$ cat src/rtl/gpio_cell_pkg.sv
package gpio_cell_pkg;

    localparam int WORD_W    = 32;
    localparam int MODE_W    = 3;
    localparam int FUNC_W    = 2;
    localparam int PULL_W    = 2;
    localparam int GRP_W     = 3;

    localparam int DATA_POS  = 0;
    localparam int MODE_LSB  = 1;
    localparam int FUNC_LSB  = 5;
    localparam int PULL_LSB  = 7;
    localparam int IE_POS    = 9;
    localparam int GRP_LSB   = 16;
    localparam int LOCK_POS  = 21;

    typedef enum logic [MODE_W-1:0] {
        MD_RSVD     = 3'd0,
        MD_OUT      = 3'd1,
        MD_LVL_HI   = 3'd2,
        MD_LVL_LO   = 3'd3,
        MD_RISE     = 3'd4,
        MD_FALL     = 3'd5,
        MD_ANY      = 3'd6,
        MD_IN_QUIET = 3'd7
    } pin_mode_e;

    typedef enum logic [1:0] {
        IRQ_DISARMED  = 2'd0,
        IRQ_ARMED     = 2'd1,
        IRQ_LEVEL_ON  = 2'd2,
        IRQ_EDGE_HELD = 2'd3
    } irq_state_e;

    typedef struct packed {
        logic             lock;
        logic [GRP_W-1:0] grp;
        logic             ie;
        logic [PULL_W-1:0] pull;
        logic [FUNC_W-1:0] func;
        pin_mode_e        mode;
        logic             data;
    } pin_cfg_t;

    localparam pin_cfg_t CFG_RESET = '{
        lock: 1'b0, grp: '0, ie: 1'b0, pull: '0, func: '0,
        mode: MD_IN_QUIET, data: 1'b0
    };

    function automatic pin_cfg_t word_to_cfg(input logic [WORD_W-1:0] w);
        pin_cfg_t c;
        c.data = w[DATA_POS];
        c.mode = pin_mode_e'(w[MODE_LSB +: MODE_W]);
        c.func = w[FUNC_LSB +: FUNC_W];
        c.pull = w[PULL_LSB +: PULL_W];
        c.ie   = w[IE_POS];
        c.grp  = w[GRP_LSB +: GRP_W];
        c.lock = w[LOCK_POS];
        return c;
    endfunction

    function automatic logic [WORD_W-1:0] cfg_to_word(input pin_cfg_t c, input logic bit0);
        logic [WORD_W-1:0] w;
        w = '0;
        w[DATA_POS]               = bit0;
        w[MODE_LSB +: MODE_W]     = c.mode;
        w[FUNC_LSB +: FUNC_W]     = c.func;
        w[PULL_LSB +: PULL_W]     = c.pull;
        w[IE_POS]                 = c.ie;
        w[GRP_LSB +: GRP_W]       = c.grp;
        w[LOCK_POS]               = c.lock;
        return w;
    endfunction

    function automatic logic mode_is_trigger(input pin_mode_e m);
        return (m == MD_LVL_HI) || (m == MD_LVL_LO) || (m == MD_RISE) ||
               (m == MD_FALL) || (m == MD_ANY);
    endfunction

endpackage

$ cat src/rtl/gpio_cfg_reg.sv
module gpio_cfg_reg
    import gpio_cell_pkg::*;
#(
    parameter int W = WORD_W
) (
    input  logic         clk,
    input  logic         rst_n,
    input  logic         we,
    input  logic [W-1:0] wdata,
    output pin_cfg_t     cfg
);
    pin_cfg_t cfg_q;
    pin_cfg_t cfg_d;

    always_comb begin
        cfg_d = cfg_q;
        if (we) begin
            if (cfg_q.lock) begin
                cfg_d.data = wdata[DATA_POS];
            end else begin
                cfg_d = word_to_cfg(wdata);
            end
        end
    end

    always_ff @(posedge clk) begin
        if (!rst_n) cfg_q <= CFG_RESET;
        else        cfg_q <= cfg_d;
    end

    assign cfg = cfg_q;
endmodule

$ cat src/rtl/gpio_in_sync.sv
module gpio_in_sync #(
    parameter int STAGES = 2
) (
    input  logic clk,
    input  logic rst_n,
    input  logic pad_async,
    output logic sync_q,
    output logic prev_q
);
    localparam int CHAIN = (STAGES < 2) ? 2 : STAGES;

    logic [CHAIN-1:0] chain_q;
    logic             hist_q;

    genvar gi;
    generate
        for (gi = 0; gi < CHAIN; gi++) begin : g_stage
            if (gi == 0) begin : g_first
                always_ff @(posedge clk) begin
                    if (!rst_n) chain_q[gi] <= 1'b0;
                    else        chain_q[gi] <= pad_async;
                end
            end else begin : g_next
                always_ff @(posedge clk) begin
                    if (!rst_n) chain_q[gi] <= 1'b0;
                    else        chain_q[gi] <= chain_q[gi-1];
                end
            end
        end
    endgenerate

    always_ff @(posedge clk) begin
        if (!rst_n) hist_q <= 1'b0;
        else        hist_q <= chain_q[CHAIN-1];
    end

    assign sync_q = chain_q[CHAIN-1];
    assign prev_q = hist_q;
endmodule

$ cat src/rtl/gpio_irq_fsm.sv
module gpio_irq_fsm
    import gpio_cell_pkg::*;
(
    input  logic      clk,
    input  logic      rst_n,
    input  pin_mode_e mode,
    input  logic      sync_in,
    input  logic      prev_in,
    input  logic      clr,
    output logic      pend
);
    irq_state_e state_q;
    irq_state_e state_d;

    logic trig;
    logic rise;
    logic fall;
    logic lvl_hit;
    logic edge_hit;

    always_comb begin
        trig     = mode_is_trigger(mode);
        rise     = sync_in & ~prev_in;
        fall     = ~sync_in & prev_in;
        lvl_hit  = ((mode == MD_LVL_HI) & sync_in) |
                   ((mode == MD_LVL_LO) & ~sync_in);
        edge_hit = ((mode == MD_RISE) & rise) |
                   ((mode == MD_FALL) & fall) |
                   ((mode == MD_ANY)  & (rise | fall));
    end

    always_comb begin
        state_d = state_q;
        unique case (state_q)
            IRQ_DISARMED, IRQ_ARMED: begin
                if (!trig)          state_d = IRQ_DISARMED;
                else if (lvl_hit)   state_d = IRQ_LEVEL_ON;
                else if (edge_hit)  state_d = IRQ_EDGE_HELD;
                else                state_d = IRQ_ARMED;
            end
            IRQ_LEVEL_ON: begin
                if (!trig)          state_d = IRQ_DISARMED;
                else if (lvl_hit)   state_d = IRQ_LEVEL_ON;
                else if (edge_hit)  state_d = IRQ_EDGE_HELD;
                else                state_d = IRQ_ARMED;
            end
            IRQ_EDGE_HELD: begin
                if (!trig)                 state_d = IRQ_DISARMED;
                else if (clr && !edge_hit) state_d = lvl_hit ? IRQ_LEVEL_ON : IRQ_ARMED;
                else                       state_d = IRQ_EDGE_HELD;
            end
            default:                       state_d = IRQ_DISARMED;
        endcase
    end

    always_ff @(posedge clk) begin
        if (!rst_n) state_q <= IRQ_DISARMED;
        else        state_q <= state_d;
    end

    always_comb begin
        pend = (state_q == IRQ_LEVEL_ON) || (state_q == IRQ_EDGE_HELD);
    end
endmodule

$ cat src/rtl/gpio_pad_mux.sv
module gpio_pad_mux
    import gpio_cell_pkg::*;
#(
    parameter int NFUNC = 3
) (
    input  logic [FUNC_W-1:0] func,
    input  pin_mode_e         mode,
    input  logic              data,
    input  logic              sync_in,
    input  logic [NFUNC-1:0]  periph_out,
    input  logic [NFUNC-1:0]  periph_oe,
    output logic              pad_out,
    output logic              pad_oe,
    output logic              periph_din
);
    logic [NFUNC:0] lane_out;
    logic [NFUNC:0] lane_oe;

    assign lane_out[0] = data;
    assign lane_oe[0]  = (mode == MD_OUT);

    genvar gl;
    generate
        for (gl = 1; gl <= NFUNC; gl++) begin : g_lane
            assign lane_out[gl] = periph_out[gl-1];
            assign lane_oe[gl]  = periph_oe[gl-1];
        end
    endgenerate

    always_comb begin
        if (int'(func) <= NFUNC) begin
            pad_out = lane_out[func];
            pad_oe  = lane_oe[func];
        end else begin
            pad_out = 1'b0;
            pad_oe  = 1'b0;
        end
        periph_din = (func != '0) & sync_in;
    end
endmodule

$ cat src/rtl/gpio_pin_cell.sv
module gpio_pin_cell
    import gpio_cell_pkg::*;
#(
    parameter int NFUNC       = 3,
    parameter int SYNC_STAGES = 2
) (
    input  logic                clk,
    input  logic                rst_n,
    input  logic                cfg_we,
    input  logic [WORD_W-1:0]   cfg_wdata,
    output logic [WORD_W-1:0]   cfg_rdata,
    input  logic                pad_in,
    output logic                pad_out,
    output logic                pad_oe,
    output logic [PULL_W-1:0]   pad_pull,
    output logic                pad_ie,
    input  logic [NFUNC-1:0]    periph_out,
    input  logic [NFUNC-1:0]    periph_oe,
    output logic                periph_din,
    output logic [GRP_W-1:0]    irq_grp,
    output logic                irq_pend,
    input  logic                irq_clr
);
    pin_cfg_t cfg;
    logic     pad_sync;
    logic     pad_prev;

    gpio_cfg_reg #(.W(WORD_W)) u_cfg (
        .clk   (clk),
        .rst_n (rst_n),
        .we    (cfg_we),
        .wdata (cfg_wdata),
        .cfg   (cfg)
    );

    gpio_in_sync #(.STAGES(SYNC_STAGES)) u_sync (
        .clk       (clk),
        .rst_n     (rst_n),
        .pad_async (pad_in),
        .sync_q    (pad_sync),
        .prev_q    (pad_prev)
    );

    gpio_irq_fsm u_irq (
        .clk     (clk),
        .rst_n   (rst_n),
        .mode    (cfg.mode),
        .sync_in (pad_sync),
        .prev_in (pad_prev),
        .clr     (irq_clr),
        .pend    (irq_pend)
    );

    gpio_pad_mux #(.NFUNC(NFUNC)) u_mux (
        .func       (cfg.func),
        .mode       (cfg.mode),
        .data       (cfg.data),
        .sync_in    (pad_sync),
        .periph_out (periph_out),
        .periph_oe  (periph_oe),
        .pad_out    (pad_out),
        .pad_oe     (pad_oe),
        .periph_din (periph_din)
    );

    assign cfg_rdata = cfg_to_word(cfg, (cfg.mode == MD_OUT) ? cfg.data : pad_sync);
    assign pad_pull  = cfg.pull;
    assign pad_ie    = cfg.ie;
    assign irq_grp   = cfg.grp;
endmodule

$ cat config.mk
export PLATFORM = sky130hd
export DESIGN_NAME = gpio_pin_cell
export DESIGN_NICKNAME = d
export VERILOG_FILES = /design/src/rtl/gpio_cell_pkg.sv /design/src/rtl/gpio_cfg_reg.sv /design/src/rtl/gpio_in_sync.sv /design/src/rtl/gpio_irq_fsm.sv /design/src/rtl/gpio_pad_mux.sv /design/src/rtl/gpio_pin_cell.sv
export SDC_FILE = /design/constraint.sdc
export NUM_CORES = 1
export LEC_CHECK = 0
export BUFFER_PORTS_ARGS = -buffer_cell sky130_fd_sc_hd__buf_2
export CAP_MARGIN = 25
export CELL_PAD_IN_SITES_DETAIL_PLACEMENT = 1
export CELL_PAD_IN_SITES_GLOBAL_PLACEMENT = 2
export CORE_MARGIN = 3
export CORE_UTILIZATION = 21
export CTS_BUF_LIST = sky130_fd_sc_hd__clkbuf_4 sky130_fd_sc_hd__clkbuf_8 sky130_fd_sc_hd__clkbuf_16
export CTS_CLUSTER_SIZE = 14
export DETAILED_ROUTE_END_ITERATION = 10
export PLACE_DENSITY_LB_ADDON = 0.08
export SYNTH_ARGS = -nofsm -noshare
export SYNTH_HDL_FRONTEND = slang
export SYNTH_HIERARCHICAL = 1
export SYNTH_SLANG_ARGS = --single-unit
$ cat constraint.sdc
create_clock -name clk -period 2.3 [get_ports clk]
set_input_delay 0.23 -clock clk [delete_from_list [all_inputs] [get_ports clk]]
set_output_delay 0.23 -clock clk [all_outputs]
set_load 0.005 [all_outputs]
---- Word-level counts from Yosys, hierarchy flattened ----
Cells that the tools add are included.
word-level totals
  bits in registers ....................... 18
  output and inout port bits .............. 42
  word-level logic and storage cells ...... 60
operators by class
  $lt $le $gt $ge ......................... 1
  equality and inequality tests ........... 9
  muxes and demuxes ....................... 13
  bitwise logic cells ..................... 15
  reductions and logical operators ........ 11
operator list
  cell                  count
  $mux W12              1
  $mux W2               6
  $eq A3 B3 Y1 const B  3
  $and A1 B1 Y1         8
  $eq A3 B2 Y1 const B  2
  $logic_or A1 B1 Y1    5
  $bmux W1 S2           2
  $eq A2 B2 Y1 const B  2
  $or A1 B1 Y1          4
  $pmux W2 S2           1
  $eq A3 B1 Y1 const B  1
  $lt A2 B3 Y1 const B  1
  $mux W1               3
  $not A1 Y1            3
  $reduce_or A3 Y1      1
  $eq A2 B1 Y1 const B  1
  $logic_not A2 Y1      1
  $reduce_and A2 Y1     1
  $reduce_bool A2 Y1    1
  $logic_and A1 B1 Y1   1
  $logic_not A1 Y1      1

---- Depth between registers and ports, before layout ----
  depth after elaboration ................. 10
  mapped depth ............................ 5
  mapped depth without buffers ............ 5

---- By module ----
The synthesis kept the hierarchy.
modules (own cells, without submodules)
  module         instances  cells each  area each (µm²)
  gpio_cfg_reg   1          54          526.8
  gpio_pin_cell  1          28          219.0
  gpio_irq_fsm   1          19          157.7
  gpio_in_sync   1          6           78.8
  gpio_pad_mux   1          6           71.3

---- Least setup slack after synthesis ----
OpenSTA, ideal clock, no wires.
  kind .................................... register to output
  start point ............................. register u_cfg.cfg_q (netlist bit u_cfg/cfg[2])
  end point ............................... output pad_oe
  arrival time ............................ 1.062 ns
  setup slack ............................. 1.008 ns
  cell stages (with the launch flop) ...... 3
  path buffers ............................ 0
  cells stage by stage .................... dfxtp_1 or4b_1 a22oi_2
on the way
  cells in the longest elaborated chain, start to end .. 3
ends and longest elaborated chain
  what                           line                 RTL
  from (decl)                    gpio_cfg_reg.sv:12   pin_cfg_t cfg_q;
  from (signal assigned)         gpio_cfg_reg.sv:28   else cfg_q <= cfg_d;
  $eq A3 B1 Y1                   gpio_pad_mux.sv:20   assign lane_oe[0] = (mode == MD_OUT);
  $bmux W1 S2                    gpio_pad_mux.sv:33   pad_oe = lane_oe[func];
  $mux W1 (not written as such)  gpio_pad_mux.sv:33
  to (decl)                      gpio_pin_cell.sv:14  output logic pad_oe,
No other way between the ends. The select of a mux whose other input is x is not followed.

---- Final worst setup path ----
  start point ............................. register u_cfg.cfg_q (netlist bit u_cfg/cfg[1])
  end point ............................... output pad_oe
The elaborated chain is that of the path after synthesis.

==> metrics.csv <==
stage,metric,value,unit
sta,setup_tns,0,ns
global_routing,grt_usage,8.649,%
drt,post_drt_wl_per_cell,11.96,um
floorplanning,io_pins,85,
clock_tree,cts_max_level,1,
floorplanning,rows,25,
global_routing,grt_remaining_overflow,0,
drt,wl,2608,um
worst_setup_path,startpoint_type,flip-flop,
worst_setup_path,worst_r2r_path_depth,3,
worst_setup_path,worstReg2RegStart,u_cfg/cfg[2],
worst_setup_path,rrSetupSlack,0.99,ns
status,status,finished clean,
pwr,powerDensity,564.4,nW/um^2
sta,rsz0062_at_grt,false,
floorplanning,fp.dieArea,5903,um^2
synthesis,ys_seq_area_share,34.20,%
clock_tree,clk_pin_slew_worst_paths,0.07,ns
synthesis,synth-seq-cells,18,
floorplanning,start_util,22.01,%
clock_tree,cts_resized,0,
drt,route.detailed.drc,0,
drt,via_per_inst,3.927,
clock_tree,cts_root_buffer,clkbuf_8,
synthesis,synth_top_cell_by_area,dfxtp_1,
clock_tree,clock_latency,0.25,ns
cells_and_area,syn2layout_area_growth,19.24,%
worst_setup_path,cp_num_cells,3,
pwr,p_leak,0.6555,nW
floorplanning,coreArea,4786,um^2
synthesis,synthTopCellsByArea,"dfxtp_1, buf_4, mux2i_1",
sta,hold_viol,0,
sta,drv_slew,0,
min_path,min_path_type,primary input to flip-flop,
drt,drtAntennaViolNets,0,
drt,vias,856,
place,io_buffers,46,
clock_tree,ctsLongestPathBuffers,2,
synthesis,synth_area_per_cell,9.323,um^2
cells_and_area,fin_nets,198,
worst_setup_path,required,2.07,ns
clock_tree,cts_hold_buffers,0,
sta,setup_viol,0,
synthesis,synth_top_cell_area_share,34.20,%
worst_setup_path,slowest_stage,dfxtp_1,
clock_tree,clock_sink_count,18,
drt,drt_iter0_markers,54,
floorplanning,dieHeight,76.83,um
sta,post-route-period-util,76.72,%
sta,fin_crit,1.765,ns
worst_setup_path,path_cells,"or4b_1, a22oi_2, buf_2",
place,gp_congestion,0.6238,
global_routing,antenna_found_initial,0,
worst_setup_path,path_delay_family,flip-flops,
cells_and_area,final.fill_count,588,
worst_setup_path,r2r-end,u_irq/state_q[0],
floorplanning,die_w,76.83,um
sta,clock.fmax,566.7,MHz
pwr,total_power,0.7090,mW
clock_tree,cts_tree,built,
global_routing,grt_first_pass_wirelength,4071,um
min_path,min-delay-start,pad_in,
pwr,ir_drop,0.0001567,V
sta,clock_skew,0.001760,ns
worst_setup_path,path_class,flip-flop to output pin,
synthesis,ys_types,30,
flow_run,max_cap_violations,0,
worst_setup_path,critPathBufInv,1,
synthesis,syn-cell-area,1054,um^2
min_path,holdPathStages,2,
worst_setup_path,cp_max_fo,8,
cells_and_area,diodes,0,
worst_setup_path,worst_setup_path_end_kind,output pin,
place,hpwl,1974,um
global_routing,grt_pass1_vias,790,
cells_and_area,drive_gt1_share,35.10,%
drt,firstDrtPassIters,4,
clock_tree,cts_setup_buffers,0,
worst_setup_path,cpPeakStageDelay,0.49,ns
min_path,hold_path_end,u_sync/chain_q[0],
global_routing,grt_max_degree,26,
clock_tree,numCtsBuffers,3,
synthesis,synth_cells,113,
synthesis,ys.warnings.count,6,
worst_setup_path,worstPathArrival,1.53,ns
-- stage by stage --
stage	util [%]	hold slack, ns	cell area, um^2	instances	setup slack, ns
4_1_cts	26.25	0.1615	1256	218	0.5136
5_1_grt	26.25	0.1708	1256	218	0.4459
2_1_floorplan	-	0.3517	1121	131	1.008
3_5_place_dp	25.39	0.4244	1215	215	0.8030
6_report	26.25	0.1675	1256	218	0.5354
3_3_place_gp	25.39	0.4170	1215	215	0.8371
-- cells in the mapped netlist --
master / instances
nor2b_4: 1
and2_1: 3
a22oi_2: 1
mux4_1: 1
or3_1: 1
buf_4: 25
a21oi_1: 2
o21a_1: 1
nand3_1: 1
clkbuf_1: 2
buf_12: 1
mux2_4: 1
nand3b_1: 3
nor3b_2: 1
nor2b_1: 2
nand2_1: 17
buf_2: 1
o2111ai_1: 1
ha_1: 2
inv_1: 7
xnor2_1: 1
and3b_1: 1
or4b_1: 1
conb_1: 1
mux2i_1: 10
a31oi_1: 1
o211ai_1: 4
o21ba_1: 1
dfxtp_1: 18
a41oi_1: 1
-- worst max path at each step --
| stage | startpoint | endpoint | slack, ns |
|---|---|---|---|
| floorplan | u_cfg/cfg[2] | pad_oe | 1.01 |
| global route | u_cfg/cfg[1] | pad_oe | 0.45 |
| detailed placement | u_cfg/cfg[1] | pad_oe | 0.80 |
| CTS | u_cfg/cfg[1] | pad_oe | 0.51 |
| global placement | u_cfg/cfg[1] | pad_oe | 0.84 |
| finish | u_cfg/cfg[1] | pad_oe | 0.54 |
-- worst register-to-register path, stage by stage, from the launching register on --
cell and delay [ns]:
dfxtp_1 0.50, inv_1 0.10, or3_1 0.41, o21ba_1 0.20
-- kinds of logic after synthesis --
| logic type | synth area share (%) |
|---|---|
| xor gates and xnor gates | 0.8315 |
| and+or+nand+nor | 16.51 |
| muxes | 13.42 |
| DFF | 34.20 |
| adders and majority gates | 2.375 |
| buffers and inverters | 23.40 |
| other | 0.3560 |
| AOI/OAI and AO/OA | 8.908 |
-- report_power, final --
part	internal, mW	total [mW]	switching (mW)	leakage [nW]
registers	0.333	0.358	0.0255	0.149
clock network	0.117	0.226	0.110	0.0216
logic	0.0659	0.125	0.0586	0.485
total	0.515	0.709	0.194	0.655
-- per-layer routing --
metal / track usage (%) / routed length, um / vias to the layer above
met1: 9.588 / 1105 / 403
met5: 0 / 0 / -
met3: 3.052 / 202 / 4
met4: 3.261 / 34 / 0
li1: - / - / 408
met2: 15.07 / 1266 / 41
-- final cells by class --
cell class              instances  area [um^2]  area share [%]
flip-flops and latches         18        360.3           28.69
repair buffers                 46        230.2           18.33
well taps                      67        83.83           6.673
inverters                       7        26.28           2.092
clock buffers                   3        41.29           3.287
multi-input cells              77        514.2           40.94
-- layout by cell type, fill, tap and decap left out, types with 2 or more instances in the layout --
cell,n
inv_1,7
a21oi_1,2
ha_1,2
dfxtp_1,18
buf_2,46
clkbuf_8,3
o211ai_1,4
nor2b_1,2
and2_1,3
nand2_1,17
mux2i_1,10
conb_1,19
nand3b_1,3
-- flip-flops by register name (all words and copies together), names as in the netlist --
register,count
u_sync/sync_q,1
u_irq/state_q,2
u_cfg/cfg,13
u_sync/prev_q,1
u_sync/chain_q,1
Note: power is estimated with default switching activity, not from simulation.
